### config.mk
export PLATFORM = sky130hd
export DESIGN_NAME = dma_chan_regs
export DESIGN_NICKNAME = d
export VERILOG_FILES = /design/src/rtl/dma_chan_pkg.sv /design/src/rtl/dma_cmd_ctrl.sv /design/src/rtl/dma_xfer_track.sv /design/src/rtl/dma_status_reg.sv /design/src/rtl/dma_chan_regs.sv
export SDC_FILE = /design/constraint.sdc
export NUM_CORES = 1
export LEC_CHECK = 0
export BUFFER_PORTS_ARGS = -buffer_cell sky130_fd_sc_hd__buf_2
export CAP_MARGIN = 20
export CORE_MARGIN = 4
export CORE_UTILIZATION = 23
export DETAILED_ROUTE_END_ITERATION = 7
export PLACE_DENSITY = 0.41
export REMOVE_ABC_BUFFERS = 1
export SLEW_MARGIN = 30
export SYNTH_ARGS = -nofsm -noshare
export SYNTH_HDL_FRONTEND = slang
export SYNTH_HIERARCHICAL = 1
export SYNTH_SLANG_ARGS = --single-unit
### constraint.sdc
create_clock -name clk -period 9 [get_ports clk]
set_input_delay 1.8 -clock clk [delete_from_list [all_inputs] [get_ports clk]]
set_output_delay 1.8 -clock clk [all_outputs]
set_load 0.1 [all_outputs]
### src/rtl/dma_chan_pkg.sv
// Shared constants for the DMA channel register block.
// Assumes 32-bit registers and an 8-entry word index space.
package dma_chan_pkg;
    localparam int DATA_W = 32;
    localparam int IDX_W  = 3;

    // Register word indices
    localparam logic [IDX_W-1:0] IX_CMD   = 3'd0;
    localparam logic [IDX_W-1:0] IX_SCNT  = 3'd1;
    localparam logic [IDX_W-1:0] IX_SADR  = 3'd2;
    localparam logic [IDX_W-1:0] IX_WCNT  = 3'd3;
    localparam logic [IDX_W-1:0] IX_WADR  = 3'd4;
    localparam logic [IDX_W-1:0] IX_STAT  = 3'd5;
    localparam logic [IDX_W-1:0] IX_SDSC  = 3'd6;
    localparam logic [IDX_W-1:0] IX_WDSC  = 3'd7;

    // Command field positions
    localparam int CMD_DIR_BIT = 7;

    // Status bit positions
    localparam int ST_ERR  = 1;
    localparam int ST_ABT  = 2;
    localparam int ST_DONE = 3;
    localparam int ST_IRQ  = 4;
    localparam int ST_W    = 6;

    // Reset values of working pointers
    localparam logic [DATA_W-1:0] WADR_RST = 32'hFFFF_FFFF;
    localparam logic [DATA_W-1:0] WDSC_RST = 32'hFFFF_FFFD;

    typedef enum logic [1:0] {
        ACT_IDLE  = 2'd0,
        ACT_BLAST = 2'd1,
        ACT_ABORT = 2'd2,
        ACT_START = 2'd3
    } dma_act_e;
endpackage

### src/rtl/dma_cmd_ctrl.sv
// Command register and action decoder.
// Stores the command word, decodes bits [1:0] into an action, holds the
// DMA enable and produces one-cycle abort and load pulses.
// Assumes at most one register write per cycle.
module dma_cmd_ctrl
    import dma_chan_pkg::*;
(
    input  logic              clk,
    input  logic              rst_n,
    input  logic              cmd_wr,
    input  logic [DATA_W-1:0] wdata,
    output logic [DATA_W-1:0] cmd_q,
    output logic              start_req,
    output logic              dma_en,
    output logic              abort_pulse,
    output logic              start_pulse
);
    dma_act_e act;

    // Decode the action carried by the written word
    always_comb begin
        act       = dma_act_e'(wdata[1:0]);
        start_req = cmd_wr && (act == ACT_START);
    end

    // Command storage, enable and action pulses
    always_ff @(posedge clk) begin
        if (!rst_n) begin
            cmd_q       <= '0;
            dma_en      <= 1'b0;
            abort_pulse <= 1'b0;
            start_pulse <= 1'b0;
        end else begin
            abort_pulse <= 1'b0;
            start_pulse <= 1'b0;
            if (cmd_wr) begin
                cmd_q <= wdata;
                unique case (act)
                    ACT_IDLE:  dma_en <= 1'b0;
                    ACT_BLAST: ;
                    ACT_ABORT: abort_pulse <= 1'b1;
                    ACT_START: begin
                        dma_en      <= 1'b1;
                        start_pulse <= 1'b1;
                    end
                endcase
            end
        end
    end

    assert_load_with_en_R3: assert property (@(posedge clk) disable iff (!rst_n)
        start_pulse |-> dma_en);
    assert_abort_keeps_en_R5: assert property (@(posedge clk) disable iff (!rst_n)
        (abort_pulse && !start_pulse) |-> (dma_en == $past(dma_en)));
    assert_pulses_exclusive_R5: assert property (@(posedge clk) disable iff (!rst_n)
        !(abort_pulse && start_pulse));
endmodule

### src/rtl/dma_xfer_track.sv
// Start and working pointer registers.
// Holds the software-set start values and the working count, address and
// descriptor address. Snapshots on start, counts on matching grants and
// empties the count on command completion.
// Assumes the start request and a transfer grant may coincide; start wins.
module dma_xfer_track
    import dma_chan_pkg::*;
#(
    parameter int LEN_W = 16
) (
    input  logic              clk,
    input  logic              rst_n,
    input  logic              wr_scnt,
    input  logic              wr_sadr,
    input  logic              wr_sdsc,
    input  logic [DATA_W-1:0] wdata,
    input  logic              start_req,
    input  logic              cmd_dir,
    input  logic              xfer_grant,
    input  logic              xfer_to_mem,
    input  logic [LEN_W-1:0]  xfer_len,
    input  logic              cmd_done,
    output logic [DATA_W-1:0] scnt_q,
    output logic [DATA_W-1:0] sadr_q,
    output logic [DATA_W-1:0] sdsc_q,
    output logic [DATA_W-1:0] wcnt_q,
    output logic [DATA_W-1:0] wadr_q,
    output logic [DATA_W-1:0] wdsc_q
);
    localparam int PAD_W = DATA_W - LEN_W;

    logic              take_ok;
    logic [DATA_W-1:0] len_ext;
    logic [DATA_W-1:0] take;

    // Accept matching grants and clamp the length to the remaining count
    always_comb begin
        take_ok = xfer_grant && (xfer_to_mem == cmd_dir);
        len_ext = {{PAD_W{1'b0}}, xfer_len};
        take    = (len_ext > wcnt_q) ? wcnt_q : len_ext;
    end

    // Start registers written by software
    always_ff @(posedge clk) begin
        if (!rst_n) begin
            scnt_q <= '0;
            sadr_q <= '0;
            sdsc_q <= '0;
        end else begin
            if (wr_scnt) scnt_q <= wdata;
            if (wr_sadr) sadr_q <= wdata;
            if (wr_sdsc) sdsc_q <= wdata;
        end
    end

    // Working registers: snapshot, completion and transfer accounting
    always_ff @(posedge clk) begin
        if (!rst_n) begin
            wcnt_q <= '0;
            wadr_q <= WADR_RST;
            wdsc_q <= WDSC_RST;
        end else if (start_req) begin
            wcnt_q <= scnt_q;
            wadr_q <= sadr_q;
            wdsc_q <= sdsc_q;
        end else begin
            if (cmd_done)     wcnt_q <= '0;
            else if (take_ok) wcnt_q <= wcnt_q - take;
            if (take_ok)      wadr_q <= wadr_q + take;
        end
    end

    assert_count_never_rises_R7: assert property (@(posedge clk) disable iff (!rst_n)
        !start_req |=> (wcnt_q <= $past(wcnt_q)));
    assert_mismatch_dropped_R8: assert property (@(posedge clk) disable iff (!rst_n)
        (xfer_grant && (xfer_to_mem != cmd_dir) && !start_req && !cmd_done)
        |=> ($stable(wcnt_q) && $stable(wadr_q)));
    assert_done_empties_R9: assert property (@(posedge clk) disable iff (!rst_n)
        (cmd_done && !start_req) |=> (wcnt_q == '0));
endmodule

### src/rtl/dma_status_reg.sv
// Sticky status flags.
// Clears flags on start, by write-one-to-clear or by clear-on-read
// depending on the mode input, and sets done on command completion.
// Assumes completion has priority over any clear in the same cycle.
module dma_status_reg
    import dma_chan_pkg::*;
(
    input  logic              clk,
    input  logic              rst_n,
    input  logic              stat_wr,
    input  logic              stat_rd,
    input  logic [3:1]        wbits,
    input  logic              rc_mode,
    input  logic              start_req,
    input  logic              cmd_done,
    output logic [ST_W-1:0]   stat_q
);
    logic [ST_W-1:0] nxt;

    // Next-state of the flags
    always_comb begin
        nxt = stat_q;
        if (start_req) begin
            nxt = '0;
        end else if (!rc_mode && stat_wr) begin
            nxt[ST_DONE:ST_ERR] = stat_q[ST_DONE:ST_ERR] & ~wbits;
        end else if (rc_mode && stat_rd) begin
            nxt[ST_DONE:ST_ERR] = '0;
        end
        if (cmd_done) nxt[ST_DONE] = 1'b1;
    end

    // Flag storage
    always_ff @(posedge clk) begin
        if (!rst_n) stat_q <= '0;
        else        stat_q <= nxt;
    end

    assert_done_sets_R9: assert property (@(posedge clk) disable iff (!rst_n)
        cmd_done |=> stat_q[ST_DONE]);
    assert_write_ignored_R11: assert property (@(posedge clk) disable iff (!rst_n)
        (rc_mode && stat_wr && !stat_rd && !start_req && !cmd_done) |=> $stable(stat_q));
    assert_irq_not_stored_R12: assert property (@(posedge clk) disable iff (!rst_n)
        !stat_q[ST_IRQ]);
endmodule

### src/rtl/dma_chan_regs.sv
// DMA channel register block top.
// Decodes the word register port, reads back the eight registers and ties
// the command, pointer and status sub-blocks together.
// Assumes reg_wr and reg_rd are not asserted together.
module dma_chan_regs
    import dma_chan_pkg::*;
#(
    parameter int LEN_W = 16
) (
    input  logic              clk,
    input  logic              rst_n,
    input  logic              reg_wr,
    input  logic              reg_rd,
    input  logic [IDX_W-1:0]  reg_idx,
    input  logic [DATA_W-1:0] reg_wdata,
    output logic [DATA_W-1:0] reg_rdata,
    input  logic              stat_rc_mode,
    input  logic              core_irq,
    input  logic              xfer_grant,
    input  logic              xfer_to_mem,
    input  logic [LEN_W-1:0]  xfer_len,
    input  logic              cmd_done,
    output logic              core_dma_en,
    output logic              dma_dir,
    output logic              abort_req,
    output logic              load_pulse
);
    logic [DATA_W-1:0] cmd_q, scnt_q, sadr_q, sdsc_q, wcnt_q, wadr_q, wdsc_q;
    logic [ST_W-1:0]   stat_q;
    logic              start_req;
    logic              wr_cmd, wr_scnt, wr_sadr, wr_sdsc, wr_stat, rd_stat;

    // Per-index write and read strobes
    always_comb begin
        wr_cmd  = reg_wr && (reg_idx == IX_CMD);
        wr_scnt = reg_wr && (reg_idx == IX_SCNT);
        wr_sadr = reg_wr && (reg_idx == IX_SADR);
        wr_sdsc = reg_wr && (reg_idx == IX_SDSC);
        wr_stat = reg_wr && (reg_idx == IX_STAT);
        rd_stat = reg_rd && (reg_idx == IX_STAT);
    end

    dma_cmd_ctrl u_cmd (
        .clk         (clk),
        .rst_n       (rst_n),
        .cmd_wr      (wr_cmd),
        .wdata       (reg_wdata),
        .cmd_q       (cmd_q),
        .start_req   (start_req),
        .dma_en      (core_dma_en),
        .abort_pulse (abort_req),
        .start_pulse (load_pulse)
    );

    dma_xfer_track #(.LEN_W(LEN_W)) u_trk (
        .clk         (clk),
        .rst_n       (rst_n),
        .wr_scnt     (wr_scnt),
        .wr_sadr     (wr_sadr),
        .wr_sdsc     (wr_sdsc),
        .wdata       (reg_wdata),
        .start_req   (start_req),
        .cmd_dir     (cmd_q[CMD_DIR_BIT]),
        .xfer_grant  (xfer_grant),
        .xfer_to_mem (xfer_to_mem),
        .xfer_len    (xfer_len),
        .cmd_done    (cmd_done),
        .scnt_q      (scnt_q),
        .sadr_q      (sadr_q),
        .sdsc_q      (sdsc_q),
        .wcnt_q      (wcnt_q),
        .wadr_q      (wadr_q),
        .wdsc_q      (wdsc_q)
    );

    dma_status_reg u_stat (
        .clk       (clk),
        .rst_n     (rst_n),
        .stat_wr   (wr_stat),
        .stat_rd   (rd_stat),
        .wbits     (reg_wdata[3:1]),
        .rc_mode   (stat_rc_mode),
        .start_req (start_req),
        .cmd_done  (cmd_done),
        .stat_q    (stat_q)
    );

    assign dma_dir = cmd_q[CMD_DIR_BIT];

    // Read-back multiplexer with the interrupt mirror on the status word
    always_comb begin
        unique case (reg_idx)
            IX_CMD:  reg_rdata = cmd_q;
            IX_SCNT: reg_rdata = scnt_q;
            IX_SADR: reg_rdata = sadr_q;
            IX_WCNT: reg_rdata = wcnt_q;
            IX_WADR: reg_rdata = wadr_q;
            IX_STAT: begin
                reg_rdata = {{(DATA_W-ST_W){1'b0}}, stat_q};
                reg_rdata[ST_IRQ] = stat_q[ST_IRQ] | core_irq;
            end
            IX_SDSC: reg_rdata = sdsc_q;
            IX_WDSC: reg_rdata = wdsc_q;
        endcase
    end

    assert_dir_tracks_cmd_R6: assert property (@(posedge clk) disable iff (!rst_n)
        wr_cmd |=> (dma_dir == $past(reg_wdata[CMD_DIR_BIT])));
endmodule

# [After elaboration in Yosys (flattened, before gate mapping)]
# Cells that the tools add are included.
[totals] in_bits=60 regBits=230 output_inout_bits=36 elab_cells=63
[classes] order_cmp=1 eq_ne=10 bitwise_logic=3 n_mux=14 n_reduce_logical=21 addsub=2
[op_table] op="case mux 32 bit (8 select lines)" count=1
[op_table] op="2-to-1 mux 32 bit" count=6
[op_table] op="adder 32 bit" count=1
[op_table] op="greater-than comparator 16 x 32 -> 1 bit" count=1
[op_table] op="subtractor 32 bit" count=1
[op_table] op="== test 3 bit (second input constant)" count=4
[op_table] op="logical AND 1 bit" count=10
[op_table] op="2-to-1 mux 3 bit" count=3
[op_table] op="== test 3 x 2 -> 1 bit (second input constant)" count=2
[op_table] op="nonzero test 2 bit" count=3
[op_table] op="== test 2 bit (second input constant)" count=2
[op_table] op="AND reduction 2 bit" count=2
[op_table] op="nonzero test 4 bit" count=1
[op_table] op="bitwise AND 3 bit" count=1
[op_table] op="== test 3 x 1 -> 1 bit (second input constant)" count=1
[op_table] op="logical NOT 3 bit" count=1
[op_table] op="2-to-1 mux 1 bit" count=3
[op_table] op="NOT 3 bit" count=1
[op_table] op="nonzero test 3 bit" count=1
[op_table] op="logical NOT 2 bit" count=1
[op_table] op="case mux 1 bit (2 select lines)" count=1
[op_table] op="OR reduction 2 bit" count=1
[op_table] op="== test 1 bit" count=1
[op_table] op="logical NOT 1 bit" count=1
[op_table] op="NOT 1 bit" count=1

# [Longest topological paths before layout]
# Gate-level depths: netlist (run 1).
[depth] depth_word=7 depth_mapped=22 depth_no_buf=21

# [Modules after synthesis]
# Netlist (run 1), hierarchy kept.
[modules_own_cells] module="dma_xfer_track" cells_each=1223 instances=1 area_per_inst_um2=10694.0 seq_area_each_um2=3843.7
[modules_own_cells] module="dma_chan_regs" cells_each=284 instances=1 area_per_inst_um2=1970.6 seq_area_each_um2=0.0
[modules_own_cells] module="dma_cmd_ctrl" cells_each=116 instances=1 area_per_inst_um2=1375.1 seq_area_each_um2=700.7
[modules_own_cells] module="dma_status_reg" cells_each=17 instances=1 area_per_inst_um2=147.6 seq_area_each_um2=60.1

# [Worst setup path after synthesis (run 1)]
# No wires, ideal clock.
[synth_path] kind="in2out" startpoint="input reg_idx[0]" endpoint="output reg_rdata[14]" slack_ns=3.120 required_time_ns=7.200 path_buffers=2 path_stages=6 arrival_time_ns=4.080 path_cell_list="buf_4 > inv_1 > buf_2 > a21oi_1 > a211o_1 > a41oi_1"
[synth_between] elab_chain_cells=2 elab_cells_between_ends=9 cone_classes="eq/ne (7); mux (1); reduce/logical (1)"
[synth_lines] element="start, declared" line_no="dma_chan_regs.sv:14" source="input logic [IDX_W-1:0] reg_idx,"
[synth_lines] element="== test 3 bit, or another cell as far along" line_no="dma_chan_regs.sv:92" source="unique case (reg_idx)"
[synth_lines] element="case mux 32 bit (8 select lines) (*)" line_no="dma_chan_regs.sv:92"
[synth_lines] element="end, declared" line_no="dma_chan_regs.sv:16" source="output logic [DATA_W-1:0] reg_rdata,"
# Every way passes the cells marked *; elsewhere a longest branch is shown, timed or not.

# [Worst setup path in the final report (run 1)]
[layout_path] startpoint="input xfer_len[1]" endpoint="register u_trk.wadr_q[26]"
[layout_between] elab_chain_cells=5
[layout_lines] element="start, declared" line_no="dma_chan_regs.sv:21" source="input logic [LEN_W-1:0] xfer_len,"
[layout_lines] element="greater-than comparator 16 x 32 -> 1 bit" line_no="dma_xfer_track.sv:40" source="take = (len_ext > wcnt_q) ? wcnt_q : len_ext;"
[layout_lines] element="2-to-1 mux 32 bit (*)" line_no="dma_xfer_track.sv:40"
[layout_lines] element="adder 32 bit (*)" line_no="dma_xfer_track.sv:69" source="if (take_ok) wadr_q <= wadr_q + take;"
[layout_lines] element="2-to-1 mux 32 bit (*)" line_no="dma_xfer_track.sv:69"
[layout_lines] element="2-to-1 mux 32 bit (*)" line_no="dma_xfer_track.sv:62" source="end else if (start_req) begin"
[layout_lines] element="end signal, assigned" line_no="dma_xfer_track.sv:64" source="wadr_q <= sadr_q;"
[layout_lines] element="end signal, assigned" line_no="dma_xfer_track.sv:69"
[layout_lines] element="end, declared" line_no="dma_xfer_track.sv:27" source="output logic [DATA_W-1:0] wadr_q,"
# Every way passes the cells marked *; elsewhere a longest branch is shown, timed or not. The select of a mux whose other input is x is not followed.
# A chain may end at the register's enable or synchronous reset.

==> qor.txt, run 1 <==
RSZ-0062 raised after global routing: no
leakage: 6.391 nW
vias in the first global route: 12350
Hold Path Cell Cnt: 2
hold path endpoint: u_trk/wdsc_q[23]$_SDFFE_PN1P_
Setup violations, final: 0
status: finished clean
DRT antenna net count: 0
worst setup margin: 2.769 ns
Final GP Congestion: 0.8717
Synth Area in Compound Gates: 0.1837
layout cells sized above 1: 0.1251
core area: 60700 um2
reported max-cap violation count: 0
sequential area share after synthesis: 0.3245
Post-Synth Simple-Gate Area: 0.1590
row count: 90
ys async rst share: 0
Initial Util: 0.2337
Hold Path Class: reg -> reg
cell accounting for the most synthesized area: dfxtp_1
I/O pin total: 96
main combinational cell family by area after synthesis: multiplexers
Hold Vio Cnt, Final: 0
fillers: 6523
root buffer cell: clkbuf_16
latest clock arrival within the worst-skew pair: 0.57 ns
xor/xnor cell area share of the yosys netlist: 0.02778
CP max-delay cell: nand2_2
total negative slack: 0 ns
Max Slew Vio Count: 0
EDFF count, synth: 0
vias per cell: 4.882
Post-synth top flop: dfxtp_1
full die area: 65720 um2
initial antenna violation count: 5
Area Overhead vs Synth: 14.97%
clock buffer count from CTS: 28
worst r2r src: u_trk/wcnt_q[1]$_SDFFE_PN0P_
fin crit period: 6.231 ns
Synth Area in Adders: 0.06103
critical setup path kind: in -> reg
Synth cell types: 81
Crit path max-delay family: compound AO/OA/AOI/OAI gates
Bufs on Longest Clock Path: 3
Hold Startpoint: u_trk/wdsc_q[23]$_SDFFE_PN1P_
dpl cell area: 15340 um2
Synth Register Bits: 230
Post-CTS Setup Inserts: 0
fin util: 0.2687
Initial DRC Count: 680
type of destination of the critical path: flip-flop
vias: 12210
Worst Max-Slew Pin Slew: 0.8379 ns
R2R setup slack: 3.58 ns
die height: 256.4 um
hold_ws: 0.4714 ns
# nets final: 1825
syn_area_per_cell: 8.651 um2
Worst EP arrival: 6.69 ns
WL per Instance: 20.24 um
fin crit share: 0.6923
CP max FO: 18
slowest cell delay on critical path: 0.47 ns
clk_skew: 0.01000 ns
fraction of synthesized area in multiplexers: 0.1931
pwr dens: 204.2 nW/um2
number of gates resized after CTS: 0
synthesized instance count: 1640
critical path launch point type: input pin
synthesized area: 14190 um2
grt ovf: 0
r2r worst-path depth: 21
Die W: 256.4 um
Synth area leaders: dfxtp_1 32%, mux2i_1 17%, ha_1 5.8%
H-tree Lvls: 1
post-DP HPWL: 36.03 mm
gr usage total: 0.1484
hold buffers post-CTS: 0
Cell Chain, Critical Path: buf_2 > ha_1 > nor2b_1 > o21ai_0 > nand2b_1 > a21oi_1 > o21ai_0 > a21o_1 > nand2_2 > mux2i_1 > ha_1 > inv_1 > fa_1 > nand2b_1 > a21oi_1 > o21a_1 > o21ai_0 > a21boi_1 > a21oi_1 > xnor2_1 > a211o_1
clk slew on worst S/H paths: 0.06 ns
CTS tree: built
Post-Place Worst Slack: 2.229 ns
fmax: 0.1605 GHz
drt drc: 0
largest net degree at the start of global routing: 60
Clock Sinks: 230
drt total wl: 50.62 mm
Bufs and invs on worst path: 2
first-pass GRT wire length: 76.64 mm
crit path from: xfer_len[1]
top cell type's share of synthesized area: 0.3245
WP data required: 9.46 ns
IO buf count: 95
Yosys warnings: 6
Worst R2R End: u_trk/wadr_q[26]$_SDFFE_PN1P_
post-route design area: 16310 um2
peak supply drop: 0.1445 mV
number of iterations in the first detailed-routing pass: 5
Rel. slew slack: 0.4414
==> flip-flops by register name, indices dropped and copies added (netlist names) <==
register / count
u_cmd/abort_pulse: 1
u_cmd/cmd_q: 32
u_cmd/dma_en: 1
u_cmd/start_pulse: 1
u_stat/stat_q: 3
u_trk/sadr_q: 32
u_trk/scnt_q: 32
u_trk/sdsc_q: 32
u_trk/wadr_q: 32
u_trk/wcnt_q: 32
u_trk/wdsc_q: 32
==> cells in the final DEF, fill, tap and decap left out, types with 11 or more instances in the layout <==
cell type,instances
a211oi_1,33
a21oi_1,113
ha_1,66
buf_2,92
nand2_1,149
buf_4,25
xor2_1,23
mux2i_1,238
dfxtp_1,230
nor2_1,204
xnor2_1,22
o21ai_0,62
o211ai_1,16
nor2b_1,41
nor3_1,12
clkbuf_8,11
a22oi_1,11
inv_1,38
nand4_1,15
o22a_1,12
o21a_1,13
conb_1,18
a211o_1,13
a31oi_1,14
mux2_4,14
a21o_1,36
clkbuf_16,28
==> worst register-to-register path: cells and delay by family (launching register included) <==
kind	cells	cell delay [ns]
flip-flops	1	0.46
buffers and inverters	2	0.18
multiplexers	1	0.37
AO/OA/AOI/OAI	10	2.28
AND/OR/NAND/NOR	4	0.86
XOR/XNOR	1	0.17
adder cells (fa/ha/maj)	3	1.00
==> logic make-up after synthesis <==
| family | Yosys count |
|---|---|
| compound gates | 387 |
| buf+inv | 146 |
| simple gates | 503 |
| fa+ha+maj | 68 |
| mux | 259 |
| other cells | 2 |
| flops | 230 |
| xor+xnor | 45 |
==> stage by stage <==
stage	std cells	power, mW
2_1_floorplan	1550	1.876
3_3_place_gp	2449	2.164
3_5_place_dp	2449	2.162
4_1_cts	2500	3.369
5_1_grt	2500	3.513
6_report	2501	3.331
==> worst max-delay path by stage <==
stage | end | cells after the start
4_1_cts | reg_rdata[20] | 7
5_1_grt | u_trk/wcnt_q[22]$_SDFFE_PN0P_ | 21
6_report | u_trk/wadr_q[26]$_SDFFE_PN1P_ | 21
3_5_place_dp | u_trk/wadr_q[26]$_SDFFE_PN1P_ | 21
3_3_place_gp | u_trk/wadr_q[26]$_SDFFE_PN1P_ | 21
2_1_floorplan | u_trk/wcnt_q[19]$_SDFFE_PN0P_ | 9
==> cells in the mapped netlist, types with 33 or more instances <==
library cell and instances:
clkbuf_1 56, nor2_1 207, a21o_1 36, mux2i_1 238
a21oi_1 113, nor2b_1 41, ha_1 66, nand2_1 150
dfxtp_1 230, inv_1 39, o21ai_0 62, a211oi_1 33
==> final cells by class <==
cell class                 count  area, um2  area share
antenna                        1      2.502   0.0001534
clock buffer                  45      874.6     0.05362
clock inverter                 6      91.34    0.005600
inverter                      40      152.6    0.009359
multi-input combinational   1280       8959      0.5492
sequential                   230       4604      0.2823
tap                          782      978.4     0.05999
timing repair buffer         117      648.1     0.03974
==> metal layers <==
layer / wire length [um] / part of all wire / up-vias / global-route usage
met2: 24010 / 0.47 / 228 / 0.2543
met3: 2197 / 0.043 / 70 / 0.02625
met4: 1117 / 0.022 / 6 / 0.03276
met1: 23260 / 0.46 / 5923 / 0.1953
met5: 46 / 0.00091 / - / 0
li1: - / - / 5982 / -
==> report_power, final <==
| group | total (mW) | switching [mW] | internal [mW] | leakage, nW |
|---|---|---|---|---|
| clock | 1.19 | 0.469 | 0.717 | 0.478 |
| sequential | 1.11 | 0.0488 | 1.06 | 1.87 |
| combinational | 1.03 | 0.663 | 0.371 | 4.04 |
| total | 3.33 | 1.18 | 2.15 | 6.39 |
No activity file was read; power rests on OpenSTA's default activity.
==> run 2: changes to the inputs <==
- clock period: 9 -> 5.8 ns (I/O delays scaled with it)
==> qor.txt, run 2 (synthesis gave the netlist of run 1 again) <==
core area: 60700 um2
slowest cell delay on critical path: 0.45 ns
WL per Instance: 20.29 um
post-DP HPWL: 37.70 mm
drt total wl: 51.20 mm
Worst R2R End: u_trk/wadr_q[26]$_SDFFE_PN1P_
number of gates resized after CTS: 0
status: finished clean
WP data required: 6.26 ns
vias per cell: 4.869
DRT antenna net count: 0
Post-CTS Setup Inserts: 0
CP max-delay cell: fa_1
hold buffers post-CTS: 0
clk slew on worst S/H paths: 0.06 ns
Rel. slew slack: 0.4616
Die W: 256.4 um
commonest non-fill, non-tap cells in the layout: 238 x mux2i_1, 230 x dfxtp_1, 205 x nor2_1
clock buffer count from CTS: 28
drt drc: 0
first-pass GRT wire length: 77.77 mm
leakage: 6.555 nW
commonest non-fill, non-tap cell in the layout: mux2i_1
peak supply drop: 0.2203 mV
Setup violations, final: 0
fin crit share: 0.8637
fmax: 0.1996 GHz
Hold Vio Cnt, Final: 0
IO buf count: 95
grt ovf: 0
r2r worst-path depth: 20
die height: 256.4 um
H-tree Lvls: 1
fin crit period: 5.010 ns
crit path from: xfer_len[13]
gr usage total: 0.1506
Worst Max-Slew Pin Slew: 0.8076 ns
# nets final: 1850
RSZ-0062 raised after global routing: no
root buffer cell: clkbuf_16
crit path capture: u_trk/wadr_q[26]$_SDFFE_PN1P_
largest net degree at the start of global routing: 59
layout cells sized above 1: 0.1378
total negative slack: 0 ns
hold_ws: 0.4625 ns
Initial Util: 0.2337
initial antenna violation count: 1
vias: 12290
critical setup path kind: in -> reg
pwr dens: 312.3 nW/um2
type of destination of the critical path: flip-flop
Ant. Diodes: 0
R2R setup slack: 0.97 ns
Clock Sinks: 230
Worst EP arrival: 5.47 ns
CP max FO: 4
critical path launch point type: input pin
Initial DRC Count: 616
fillers: 6581
latest clock arrival within the worst-skew pair: 0.57 ns
reported max-cap violation count: 0
Hold Path Class: reg -> reg
full die area: 65720 um2
Hold Path Cell Cnt: 2
I/O pin total: 96
Area Overhead vs Synth: 17.44%
Final GP Congestion: 0.8780
Bufs on Longest Clock Path: 3
clk_skew: 0.01490 ns
Cell Chain, Critical Path: buf_2 > ha_1 > a21o_1 > a21o_1 > a21oi_1 > o21ai_0 > a21o_1 > nand2_2 > mux2i_1 > ha_1 > inv_1 > fa_1 > nand2b_1 > a21oi_1 > o21a_1 > o21ai_0 > a21boi_1 > a21oi_1 > xnor2_1 > a211o_1
CTS tree: built
vias in the first global route: 12460
row count: 90
number of iterations in the first detailed-routing pass: 5
Max Slew Vio Count: 0
worst r2r src: u_trk/wcnt_q[13]$_SDFFE_PN0P_
## run 2: cell count changes in the layout (fill, tap and decap cells not counted), sizes merged
cell      before  now
clkbuf        45   42
clkinvlp       0    2
buf          117  142
clkinv         4    5
bufinv         2    1
diode          1    0
## run 2: worst min path at each step
stage	startpoint	end	slack [ns]
6_report	u_cmd/dma_en$_SDFFE_PN0P_	u_cmd/dma_en$_SDFFE_PN0P_	0.46
5_1_grt	u_cmd/dma_en$_SDFFE_PN0P_	u_cmd/dma_en$_SDFFE_PN0P_	0.49
4_1_cts	u_cmd/dma_en$_SDFFE_PN0P_	u_cmd/dma_en$_SDFFE_PN0P_	0.47
3_5_place_dp	u_trk/wdsc_q[9]$_SDFFE_PN1P_	u_trk/wdsc_q[9]$_SDFFE_PN1P_	0.46
3_3_place_gp	u_cmd/dma_en$_SDFFE_PN0P_	u_cmd/dma_en$_SDFFE_PN0P_	0.45
2_1_floorplan	u_trk/scnt_q[29]$_SDFFE_PN0P_	u_trk/wcnt_q[29]$_SDFFE_PN0P_	0.44
## run 2: report_power, final
| group | switching, mW | internal [mW] | total [mW] | leakage (nW) |
|---|---|---|---|---|
| logic | 1.06 | 0.636 | 1.69 | 4.23 |
| clock network | 0.734 | 1.06 | 1.79 | 0.459 |
| registers | 0.0732 | 1.65 | 1.72 | 1.87 |
| total | 1.87 | 3.34 | 5.20 | 6.56 |
## run 2: metrics by stage
stage / area [um2] / utilization / setup WS (ns) / power [mW] / cells
final: 16660 / 0.2745 / 0.7904 / 5.204 / 2524
after global routing: 16660 / 0.2745 / 0.4559 / 5.491 / 2524
after CTS: 16660 / 0.2745 / 0.7690 / 5.281 / 2524
after detailed placement: 15720 / 0.2590 / 0.2027 / 3.444 / 2474
after global placement: 15720 / 0.2590 / 0.2065 / 3.451 / 2474
after floorplan: 13680 / - / -1.989 / 2.910 / 1550
## run 2: layout make-up
type | count | area, um2 | area share
sequential | 230 | 4604 | 0.2763
tap | 782 | 978.4 | 0.05872
inverter | 40 | 152.6 | 0.009161
multi-input combinational | 1280 | 8956 | 0.5375
clock buffer | 42 | 853.3 | 0.05121
clock inverter | 8 | 88.84 | 0.005332
timing repair buffer | 142 | 1028 | 0.06173
## run 2: layer usage
layer  GRT usage  vias to the layer above  share of wire
met5           0                        -        0.00025
met4     0.02819                        2          0.018
met3     0.02240                       55          0.036
met2      0.2558                      209           0.47
met1      0.2049                     5981           0.48
li1            -                     6042              -
## run 2: critical path: cells and delay by family
family | cells | cell delay (ns)
xor+xnor | 1 | 0.16
compound gates | 11 | 2.36
fa+ha+maj | 3 | 1.01
mux | 1 | 0.30
simple gates | 2 | 0.29
buf+inv | 2 | 0.19
==> run 3: changes to the inputs <==
- CAP_MARGIN: 20 -> not set
- CTS_BUF_LIST: not set -> sky130_fd_sc_hd__clkbuf_8 sky130_fd_sc_hd__clkbuf_16
==> qor.txt, run 3 (synthesis gave the netlist of run 1 again) <==
core area: 60700 um2
Max Slew Vio Count: 0
layout cells sized above 1: 0.1378
Post-CTS Setup Inserts: 0
net switching power: 1.866 mW
reported max-cap violation count: 0
CP max-delay cell: fa_1
grt ovf: 0
commonest non-fill, non-tap cells in the layout: 238 x mux2i_1, 230 x dfxtp_1, 205 x nor2_1
DRT antenna net count: 0
H-tree Lvls: 1
r2r worst-path depth: 20
Clk pwr share: 0.343
fin util: 0.2745
hold buffers post-CTS: 0
clk_skew: 0.01429 ns
RSZ-0062 raised after global routing: no
Hold Vio Cnt, Final: 0
root buffer cell: clkbuf_16
WL per Instance: 20.30 um
placed insts: 2474
fin crit share: 0.8638
row count: 90
vias per cell: 4.870
first-pass GRT wire length: 77.77 mm
Die W: 256.4 um
dpl cell area: 15720 um2
fillers: 6581
type of destination of the critical path: flip-flop
full die area: 65720 um2
critical setup path kind: in -> reg
initial antenna violation count: 1
IO buf count: 95
Int Power: 3.332 mW
fmax: 0.1996 GHz
post-route design area: 16660 um2
CP max FO: 4
clk slew on worst S/H paths: 0.06 ns
Setup violations, final: 0
total negative slack: 0 ns
fin crit period: 5.010 ns
latest clock arrival within the worst-skew pair: 0.57 ns
worst setup margin: 0.7899 ns
# nets final: 1850
slowest cell delay on critical path: 0.45 ns
post-route insts no fill: 2524
drt total wl: 51.23 mm
Worst EP arrival: 5.47 ns
Hold Path Cell Cnt: 2
critical path launch point type: input pin
Ant. Diodes: 0
die height: 256.4 um
Bufs on Longest Clock Path: 3
gr usage total: 0.1506
Area Overhead vs Synth: 17.44%
Rel. slew slack: 0.4633
clock buffer count from CTS: 28
Hold Path Class: reg -> reg
Initial DRC Count: 617
number of gates resized after CTS: 0
leakage: 6.572 nW
Seq pwr share: 0.331
Bufs and invs on worst path: 2
Initial Util: 0.2337
CTS tree: built
status: finished clean
commonest non-fill, non-tap cell in the layout: mux2i_1
Post-Place Worst Slack: 0.2027 ns
drt drc: 0
I/O pin total: 96
Worst Max-Slew Pin Slew: 0.8050 ns
vias: 12290
Cell Chain, Critical Path: buf_2 > ha_1 > a21o_1 > a21o_1 > a21oi_1 > o21ai_0 > a21o_1 > nand2_2 > mux2i_1 > ha_1 > inv_1 > fa_1 > nand2b_1 > a21oi_1 > o21a_1 > o21ai_0 > a21boi_1 > a21oi_1 > xnor2_1 > a211o_1
vias in the first global route: 12460
Crit path max-delay family: compound AO/OA/AOI/OAI gates
largest net degree at the start of global routing: 59
Clock Sinks: 230
pwr dens: 312.0 nW/um2
logic gate share of total power: 0.326
post-DP HPWL: 37.70 mm
peak supply drop: 0.2197 mV
Final GP Congestion: 0.8780
number of iterations in the first detailed-routing pass: 5
Worst path depth: 20
WP data required: 6.26 ns
switch share: 0.3590
-- run 3: cell types whose count changed in the layout (fill, tap and decap cells not counted), sizes merged --
cell / delta
inv: +4
clkbuf: -4
-- run 3: metrics by stage --
stage	power (mW)	hold slack, ns
CTS	5.274	0.4713
floorplan	2.910	0.4371
detailed placement	3.444	0.4572
finish	5.198	0.4625
global route	5.485	0.4919
global placement	3.451	0.4495
-- run 3: path summary, 6_finish.rpt --
check	start	endpoint	slack, ns
max	xfer_len[13]	u_trk/wadr_q[26]$_SDFFE_PN1P_	0.79
min	u_cmd/dma_en$_SDFFE_PN0P_	u_cmd/dma_en$_SDFFE_PN0P_	0.46
max reg2reg	u_trk/wcnt_q[13]$_SDFFE_PN0P_	u_trk/wadr_q[26]$_SDFFE_PN1P_	0.97
min reg2reg	u_cmd/dma_en$_SDFFE_PN0P_	u_cmd/dma_en$_SDFFE_PN0P_	0.46
-- run 3: tightest hold or removal path: stages (launching register included) --
cell,delay (ns)
dfxtp_1,0.31
nand2_1,0.05
mux2i_1,0.06
-- run 3: area by class of cell --
class / count / area [um2] / share of cell area
flip-flops and latches: 230 / 4604 / 0.2763
clock inverters: 12 / 103.9 / 0.006233
well taps: 782 / 978.4 / 0.05872
multi-input cells: 1280 / 8956 / 0.5375
repair buffers: 142 / 1028 / 0.06173
inverters: 40 / 152.6 / 0.009161
clock buffers: 38 / 838.3 / 0.05031
-- run 3: power groups by stage --
stage	Clock (mW)	Sequential [mW]	Combinational, mW
after detailed placement	0	1.76	1.69
after global routing	1.90	1.73	1.85
final	1.79	1.72	1.69
after CTS	1.86	1.72	1.70
after global placement	0	1.75	1.70
after floorplan	0	1.72	1.19
-- run 3: metal layers --
metal	up-vias	part of all wire	track usage
li1	6045	-	-
met1	5988	0.48	0.2049
met2	204	0.47	0.2558
met3	53	0.035	0.02240
met4	2	0.017	0.02819
met5	-	0.00025	0
